### src/rtl/lp_stim_pkg.sv
package lp_stim_pkg;

    localparam int unsigned SPREAD_FANIN = 3;

    // Offset of spreading tap k for any chain; the three offsets are distinct modulo 16.
    function automatic int unsigned spread_offset(input int unsigned k);
        case (k)
            0:       return 0;
            1:       return 7;
            default: return 11;
        endcase
    endfunction

    // Register bit feeding tap k of chain c.
    function automatic int unsigned spread_tap(input int unsigned c,
                                               input int unsigned k,
                                               input int unsigned width);
        return (3 * c + spread_offset(k)) % width;
    endfunction

    typedef enum logic [1:0] {
        CTL_IDLE = 2'd0,
        CTL_HOLD = 2'd1,
        CTL_LOAD = 2'd2
    } ctl_act_e;

endpackage

### src/rtl/lp_stim_lfsr.sv
module lp_stim_lfsr #(
    parameter int unsigned          W        = 16,
    parameter logic [W-1:0]         TAPS     = 16'hB400,
    parameter logic [W-1:0]         FALLBACK = 16'hACE1
) (
    input  logic         clk_i,
    input  logic         rst_ni,
    input  logic         adv_i,
    input  logic         load_i,
    input  logic [W-1:0] seed_i,
    output logic [W-1:0] state_o
);

    typedef struct packed {
        logic [W-1:0] state;
    } lfsr_st_t;

    lfsr_st_t st_d, st_q;
    logic     fb;

    always_comb begin
        st_d = st_q;
        fb   = ^(st_q.state & TAPS);
        if (load_i) begin
            st_d.state = (seed_i == '0) ? FALLBACK : seed_i;
        end else if (adv_i) begin
            st_d.state = {st_q.state[W-2:0], fb};
        end
    end

    always_ff @(posedge clk_i or negedge rst_ni) begin
        if (!rst_ni) begin
            st_q.state <= FALLBACK;
        end else begin
            st_q <= st_d;
        end
    end

    assign state_o = st_q.state;

endmodule

### src/rtl/lp_stim_spread.sv
module lp_stim_spread #(
    parameter int unsigned W = 16,
    parameter int unsigned N = 4
) (
    input  logic [W-1:0] state_i,
    output logic [N-1:0] fresh_o
);

    for (genvar c = 0; c < N; c++) begin : g_chain
        logic [lp_stim_pkg::SPREAD_FANIN-1:0] picked;
        for (genvar k = 0; k < lp_stim_pkg::SPREAD_FANIN; k++) begin : g_tap
            localparam int unsigned TAP = lp_stim_pkg::spread_tap(c, k, W);
            assign picked[k] = state_i[TAP];
        end
        assign fresh_o[c] = ^picked;
    end

endmodule

### src/rtl/lp_stim_tctl.sv
module lp_stim_tctl (
    input  logic clk_i,
    input  logic rst_ni,
    input  logic shift_en_i,
    input  logic cell_prev_i,
    input  logic cell_last_i,
    input  logic fresh_i,
    output logic scan_in_o
);

    import lp_stim_pkg::*;

    typedef struct packed {
        logic drive;
    } tctl_st_t;

    tctl_st_t st_d, st_q;
    ctl_act_e act;
    logic     same;

    always_comb begin
        same = cell_prev_i ~^ cell_last_i;
        if (!shift_en_i) begin
            act = CTL_IDLE;
        end else if (same) begin
            act = CTL_LOAD;
        end else begin
            act = CTL_HOLD;
        end
        st_d = st_q;
        if (act == CTL_LOAD) begin
            st_d.drive = fresh_i;
        end
    end

    always_ff @(posedge clk_i or negedge rst_ni) begin
        if (!rst_ni) begin
            st_q.drive <= 1'b0;
        end else begin
            st_q <= st_d;
        end
    end

    assign scan_in_o = st_q.drive;

endmodule

### src/rtl/lp_scan_stim.sv
module lp_scan_stim #(
    parameter int unsigned          LFSR_W     = 16,
    parameter int unsigned          NUM_CHAINS = 4,
    parameter logic [LFSR_W-1:0]    TAPS       = 16'hB400,
    parameter logic [LFSR_W-1:0]    FALLBACK   = 16'hACE1
) (
    input  logic                  clk_i,
    input  logic                  rst_ni,
    input  logic                  seed_load_i,
    input  logic [LFSR_W-1:0]     seed_i,
    input  logic                  shift_en_i,
    input  logic [NUM_CHAINS-1:0] cell_prev_i,
    input  logic [NUM_CHAINS-1:0] cell_last_i,
    output logic [NUM_CHAINS-1:0] scan_in_o
);

    logic [LFSR_W-1:0]     lfsr_state;
    logic [NUM_CHAINS-1:0] fresh;

    lp_stim_lfsr #(
        .W        (LFSR_W),
        .TAPS     (TAPS),
        .FALLBACK (FALLBACK)
    ) u_lfsr (
        .clk_i   (clk_i),
        .rst_ni  (rst_ni),
        .adv_i   (shift_en_i),
        .load_i  (seed_load_i),
        .seed_i  (seed_i),
        .state_o (lfsr_state)
    );

    lp_stim_spread #(
        .W (LFSR_W),
        .N (NUM_CHAINS)
    ) u_spread (
        .state_i (lfsr_state),
        .fresh_o (fresh)
    );

    for (genvar c = 0; c < NUM_CHAINS; c++) begin : g_ctl
        lp_stim_tctl u_tctl (
            .clk_i       (clk_i),
            .rst_ni      (rst_ni),
            .shift_en_i  (shift_en_i),
            .cell_prev_i (cell_prev_i[c]),
            .cell_last_i (cell_last_i[c]),
            .fresh_i     (fresh[c]),
            .scan_in_o   (scan_in_o[c])
        );
    end

endmodule

### config.mk
export PLATFORM = sky130hd
export DESIGN_NAME = lp_scan_stim
export DESIGN_NICKNAME = d
export VERILOG_FILES = /design/src/rtl/lp_stim_pkg.sv /design/src/rtl/lp_stim_lfsr.sv /design/src/rtl/lp_stim_spread.sv /design/src/rtl/lp_stim_tctl.sv /design/src/rtl/lp_scan_stim.sv
export SDC_FILE = /design/constraint.sdc
export NUM_CORES = 1
export LEC_CHECK = 0
export CAP_MARGIN = 20
export CORE_UTILIZATION = 35
export CTS_BUF_LIST = sky130_fd_sc_hd__clkbuf_8
export CTS_CLUSTER_DIAMETER = 100
export DETAILED_ROUTE_END_ITERATION = 16
export SETUP_SLACK_MARGIN = 0.1
export SYNTH_ARGS = -nofsm -noshare
export SYNTH_HDL_FRONTEND = slang
export SYNTH_SLANG_ARGS = --single-unit
### constraint.sdc
create_clock -name clk_i -period 1.5 [get_ports clk_i]
set_input_delay 0.15 -clock clk_i [delete_from_list [all_inputs] [get_ports clk_i]]
set_output_delay 0.15 -clock clk_i [all_outputs]
set_load 0.03 [all_outputs]
; Word level (Yosys, flattened, before mapping)
; Index checks and enable logic that the tools add are counted.
[op_classes]
eq_ne = 4
reduce_logical = 7
mux = 11
bitwise_logic = 4
[op_table]
columns = op, n
row1 = 16-bit two-way mux, 3
row2 = 16-bit zero test, 1
row3 = 2-bit two-way mux, 8
row4 = 16-bit XOR reduction, 1
row5 = 3-bit XOR reduction, 4
row6 = "2-bit == test, second input constant", 4
row7 = 1-bit bitwise XNOR, 4
row8 = 2-bit nonzero test, 1
[word_totals]
input_bits = 28
out_inout_bits = 4
word_cells = 31
register_bits = 20

; Longest topological paths before layout
; Gate-level depths: netlist (run 1).
[depth]
word_depth = 4
ltp_mapped = 5

; By module
; Synthesis (run 1) repeated with hierarchy kept, for this count alone.
[unflattened]
hier_cells = 91
hier_area_um2 = 1151.1
[by_module_without_submodules]
columns = mod, cells_each, area_each_um2, seq_area_each_um2, instances
row1 = lp_stim_lfsr, 71, 845.8, 410.4, 1
row2 = lp_stim_tctl, 4, 52.6, 25.0, 4
row3 = lp_stim_spread, 4, 95.1, 0.0, 1

; Worst setup path before layout (run 1)
; Ideal clock, no wire load.
[synth_timing]
path_kind = register to register
startpoint = register u_lfsr.st_q, in the netlist u_lfsr.state_o[13]
endpoint = register u_lfsr.st_q, in the netlist u_lfsr.state_o[0]
path_buffers = 0
setup_slack_ns = 0.393
path_stages_with_launch = 5
arrival_ns = 1.028
path_cell_list = dfstp_2 > xor2_1 > xnor2_1 > mux2i_1 > o21ai_0
[synth_between]
elab_chain_cells = 3
[synth_rtl]
columns = element, line_no
row1 = from (decl), lp_stim_lfsr.sv:18  ; lfsr_st_t st_d, st_q;
row2 = from (signal assigned), lp_stim_lfsr.sv:35  ; st_q <= st_d;
row3 = 16-bit XOR reduction, lp_stim_lfsr.sv:23  ; fb = ^(st_q.state & TAPS);
row4 = 16-bit two-way mux, lp_stim_lfsr.sv:26  ; end else if (adv_i) begin
row5 = 16-bit two-way mux, lp_stim_lfsr.sv:24  ; if (load_i) begin
; Every way passes these cells. The select of a mux whose other input is x is not followed.
; A chain may end at the register's enable or synchronous reset.

; Final worst setup path (run 1)
[layout_timing]
startpoint = input seed_i[4]
endpoint = register u_lfsr.st_q, in the netlist u_lfsr.state_o[5]
[layout_between]
elab_chain_cells = 3
[layout_rtl]
columns = element, line_no
row1 = from (decl), lp_scan_stim.sv:10  ; input logic [LFSR_W-1:0] seed_i,
row2 = 16-bit zero test, lp_stim_lfsr.sv:25  ; st_d.state = (seed_i == '0) ? FALLBACK : seed_i;
row3 = 16-bit two-way mux, lp_stim_lfsr.sv:25
row4 = 16-bit two-way mux, lp_stim_lfsr.sv:24
; Every way passes these cells.

==> impl_metrics.toml, run 1 <==
[outcome]
status = "complete, no violations"

[setup_path]
critPathMaxFanout = 7
crit_arrival_ns = 1.50
crit_required_ns = 1.70
r2r_setup_slack_ns = 0.30
crit_slowest_cell = "clkdlybuf4s50_1"
cp-start-kind = "input port"
cp-end-kind = "flop"
worst-path-stages = 5
critical_path_class = "in -> reg"
r2r_end = "u_lfsr.state_o[0]"
r2r-start = "u_lfsr.state_o[13]"
critical_path.max_stage_delay_ns = 0.44
reg2reg_depth = 4
critPathBufInv = 1
path_cells = "clkdlybuf4s50_1 -> nor4_2 -> and4_1 -> nand2b_4 -> o22a_2"
cp_top_family = "simple AND/OR/NAND/NOR gates"

[clock_tree]
cts_num_sinks = 20
clockRootBuffer = "clkbuf_8"
clkSlewWorstSetupHoldPaths_ns = 0.08
cts_hold_buf = 0
numCtsBuffers = 3
tritoncts = "built"
clk_path_buf_depth = 2
clock_latency_ns = 0.26
htreeDepth = 1

[logic_synthesis]
ys_warn_count = 0
ys_seq_area_share_pct = 45.6
synth_cell_types = 16
netlist.top_cell.by_area = "dfrtp_1"
synthTopCellsByArea = "dfrtp_1 (27%), dfstp_2 (19%), mux2i_1 (8.0%)"
syn_area_per_cell_um2 = 10.9
synth.cell_area_um2 = 1120
syn_inst = 103
synthesis.nets = 131
synth_top_area_share_pct = 26.8
synth_seq_cells = 20

[final_layout]
drive_above_1_share_pct = 24.4
layoutNonFillerInstCount = 179
layout_commonest_cell = "clkdlybuf4s50_1"
finish.utilization_pct = 50.0
fin_area_um2 = 1530
diodes = 0
nets = 164
layout_common_cells = "clkdlybuf4s50_1 (27), nand2_1 (16), o21ai_0 (14)"
syn_to_final_growth_pct = 36.4

[global_route]
grt_use_total_pct = 14.6
antenna_found_initial = 0
grt_max_degree = 21
grt_overflow = 0
grt_pass1_wl_mm = 3.72
grt_pass1_vias = 837

[placed_design]
placed_area_um2 = 1480
dp_cells = 175
hpwl_mm = 1.79
numPortBuffers = 31
dp_slack_ns = -0.139
globalplace.congestion = 0.758

[power_and_ir_drop]
switching_share_pct = 30.1
pwr-share-clk_pct = 23.5
seqPwrFrac_pct = 46.4
power_leakage_nw = 0.624
comb_power_share_pct = 30.2
power.internal_mw = 1.07
p_per_area_nw_per_um2 = 1000
finalPower_mw = 1.53
switchingPower_mw = 0.459
vdd_drop_max_mv = 0.389

[die]
fp.coreArea_um2 = 3050
io_pins = 32
die_width_um = 58.6
die_height_um = 58.6
die_area_um2 = 3430
initial_core_util_pct = 36.7
row_count = 20

[drt]
viasPerCell = 4.66
wl_per_cell_um = 12.7
drtIter0Drc = 10
dr.pass1.iters = 4
wl_mm = 2.28
drc = 0
antenna_left = 0
vias = 834

[timing]
finalSetupTns_ns = 0
clock-skew-final_ns = 0.00942
setup_ws_ns = 0.197
maxSlewViolCount = 0
setup_viol = 0
tightest_slew_ns = 0.387
fmax_ghz = 0.767
hold_viol_final = 0
rsz0062_at_grt = "false"
post-route-min-period_ns = 1.30
post-route-period-util_pct = 86.9
holdWs_ns = 0.221
relSlewSlack_pct = 74.1

[min_path]
hold_class = "in -> async"

[job]
maxCapViolCount = 0
[routing by layer]
layer / GRT usage, % / vias to the layer above / routed length, um
met3: 2.86 / 0 / 87
met4: 5.10 / 0 / 0
met2: 25.3 / 20 / 1120
li1: - / 423 / -
met1: 18.2 / 391 / 1070
met5: 0 / - / 0
[cell type report]
cell class              instances  area [um^2]
clock buffers                   3         41.3
clock inverters                 1         3.75
fillers                       297         1530
multi-input cells              74          554
flip-flops and latches         20          510
well taps                      44         55.1
repair buffers                 37          363
[synthesized netlist by cell type]
master and count:
mux2i_1 9, xor2_1 5, o21ai_0 14, clkbuf_2 1, dfstp_2 8, mux2_2 7, nand2_1 16, and4_1 1
nor4_1 4, dfrtp_1 12, xnor2_1 10, buf_6 1, buf_4 5, nand2b_4 1, o22a_2 7, clkbuf_1 2
[worst max-delay path by stage]
stage / end / from
after floorplan: u_lfsr.state_o[0] / u_lfsr.state_o[13]
after detailed placement: u_lfsr.state_o[5] / seed_i[4]
after global placement: u_lfsr.state_o[7] / seed_i[4]
after CTS: u_lfsr.state_o[5] / seed_i[4]
after global routing: u_lfsr.state_o[6] / seed_i[4]
final: u_lfsr.state_o[5] / seed_i[4]
[flip-flops by register name, indices dropped and copies added, names as in the netlist]
name and count:
u_lfsr.state_o 16, g_ctl.u_tctl.scan_in_o 4
[worst register-to-register path: cells and delay by family, from the launching register on]
kind / cells / cell delay [ns]
xor gates and xnor gates: 2 / 0.31
AOI/OAI and AO/OA: 1 / 0.14
muxes: 1 / 0.09
DFF: 1 / 0.58
[kinds of logic (layout without fill, tap and decap cells)]
logic type                Yosys count  after routing  share of synthesized area [%]
buffers and inverters               9             41                           5.47
AOI/OAI and AO/OA                  21             21                           12.5
DFF                                20             20                           45.6
muxes                              16             16                           15.1
and+or+nand+nor                    22             22                           9.61
xor gates and xnor gates           15             15                           11.7
[what timing repair did]
| action | in CTS | in global routing |
|---|---|---|
| gates resized for setup | 4 | 1 |
| gates cloned | 0 | 0 |
| setup endpoints to repair | 4 | 7 |
| buffers inserted | 0 | 0 |
[power groups by stage]
stage | combinational, mW | sequential [mW] | clock [mW]
3_5_place_dp | 0.491 | 0.723 | 0
6_report | 0.461 | 0.708 | 0.359
3_3_place_gp | 0.487 | 0.717 | 0
2_1_floorplan | 0.345 | 0.699 | 0
4_1_cts | 0.467 | 0.712 | 0.374
5_1_grt | 0.509 | 0.721 | 0.402
No activity file was read; power rests on OpenSTA's default activity.
==> run 2: changes to the inputs <==
--- a/config.mk
+++ b/config.mk
@@ -6,6 +6,7 @@
 export NUM_CORES = 1
 export LEC_CHECK = 0
 export CAP_MARGIN = 20
+export CORE_ASPECT_RATIO = 0.5
 export CORE_UTILIZATION = 35
 export CTS_BUF_LIST = sky130_fd_sc_hd__clkbuf_8
 export CTS_CLUSTER_DIAMETER = 100
==> run 2 against run 1 <==
- highest routed layer unchanged
- die area increased by 0.39%
- flip-flop and latch count stayed put
- largest power group unchanged
- worst hold slack gained 0.012 ns
- register-to-register slack lost 0.05 ns
- via count up 1.2%
- global-route usage rose by 1.6 points
- largest cell class unchanged
- routed wire length increased by 3.5%
==> impl_metrics.toml, run 2 (same netlist as run 1, synthesis figures left out) <==
[job]
maxCapViolCount = 0

[drt]
antenna_left = 0
vias = 844
dr.pass1.iters = 4
wl_per_cell_um = 13.2
drc = 0
wl_mm = 2.35
viasPerCell = 4.72
drtIter0Drc = 53

[setup_path]
crit_arrival_ns = 1.51
r2r_setup_slack_ns = 0.25
critPathMaxFanout = 7
startpoint = "seed_i[4]"
cp-start-kind = "input port"
critical_path_class = "in -> reg"
r2r-start = "u_lfsr.state_o[13]"
cp-end-kind = "flop"
crit_required_ns = 1.70

[die]
die_height_um = 42.0
die_area_um2 = 3440
fp.coreArea_um2 = 3030
row_count = 14
io_pins = 32
initial_core_util_pct = 37.0
die_width_um = 82.0

[power_and_ir_drop]
finalPower_mw = 1.53
p_per_area_nw_per_um2 = 977
vdd_drop_max_mv = 0.380
power_leakage_nw = 0.645

[clock_tree]
cts_setup_buffers = 0
clock_latency_ns = 0.25
numCtsBuffers = 3
cts_num_sinks = 20
clockRootBuffer = "clkbuf_8"
tritoncts = "built"
htreeDepth = 1
clk_path_buf_depth = 2
cts_hold_buf = 0
clkSlewWorstSetupHoldPaths_ns = 0.07

[final_layout]
largest_reg_flops = 16
syn_to_final_growth_pct = 40.0
nets = 168
drive_above_1_share_pct = 27.3
layout_common_cells = "clkdlybuf4s50_1 (27), nand2_1 (16), o21ai_0 (14)"
diodes = 0
layout_commonest_cell = "clkdlybuf4s50_1"

[global_route]
grt_pass1_vias = 843
antenna_found_initial = 0
grt_max_degree = 21
grt_overflow = 0
grt_pass1_wl_mm = 4.12
grt_use_total_pct = 16.2

[timing]
rsz0062_at_grt = "false"
fmax_ghz = 0.762
hold_viol_final = 0
post-route-min-period_ns = 1.31
tightest_slew_ns = 0.446
finalSetupTns_ns = 0
holdWs_ns = 0.233
clock-skew-final_ns = 0.00178
maxSlewViolCount = 0
setup_viol = 0
relSlewSlack_pct = 70.2
post-route-period-util_pct = 87.5

[outcome]
status = "complete, no violations"

[min_path]
hold_class = "in -> async"

[placed_design]
hpwl_mm = 1.89
numPortBuffers = 31
globalplace.congestion = 0.772
## run 2: changes by cell type in the layout (fill, tap and decap cells not counted)
| cell | delta |
|---|---|
| nor4_1 | -1 |
| buf_4 | +4 |
| nor4_4 | +1 |
## run 2: layer usage
metal	part of all wire (%)	vias to the layer above	GRT usage (%)
li1	-	431	-
met1	51	395	23.7
met2	46	18	25.0
met3	3.2	0	3.91
met4	0	0	2.11
met5	0	-	0
## run 2: final cells by class
type	count	area [um^2]
multi-input combinational	74	569
clock buffer	3	41.3
sequential	20	510
timing repair buffer	41	393
tap	40	50.0
fill	280	1460
clock inverter	1	3.75
## run 2: per-stage QoR
stage,util (%),worst slack [ns],instances,cell area [um^2]
final,51.7,0.188,179,1570
after detailed placement,49.7,-0.188,175,1510
after global placement,49.7,-0.160,175,1510
after CTS,51.2,0.158,179,1550
after floorplan,-,0.393,103,1120
after global routing,51.7,0.109,179,1570
## run 2: worst paths after layout
path / cells past startpoint / endpoint
worst max-delay path: 5 / u_lfsr.state_o[11]
worst min-delay path: 2 / g_ctl[3].u_tctl.scan_in_o
worst max register to register: 4 / u_lfsr.state_o[0]
worst min register to register: 2 / g_ctl[1].u_tctl.scan_in_o
max in group asynchronous: 2 / u_lfsr.state_o[11]
min in group clk_i: 2 / g_ctl[1].u_tctl.scan_in_o
## run 2: report_power, final
part	leakage, nW	total, mW	internal (mW)	switching [mW]
clock network	0.0269	0.343	0.182	0.161
logic	0.388	0.477	0.251	0.226
registers	0.230	0.712	0.643	0.0693
total	0.645	1.53	1.08	0.456
## run 2: critical path: stages
cell             delay, ns
clkdlybuf4s50_1       0.46
nor4_4                0.32
and4_1                0.25
nand2b_4              0.18
o22a_2                0.15
## run 2: repair_timing
action,in CTS,in global routing
setup endpoints to repair,11,7
resized for setup,5,2
hold endpoints to repair,0,0
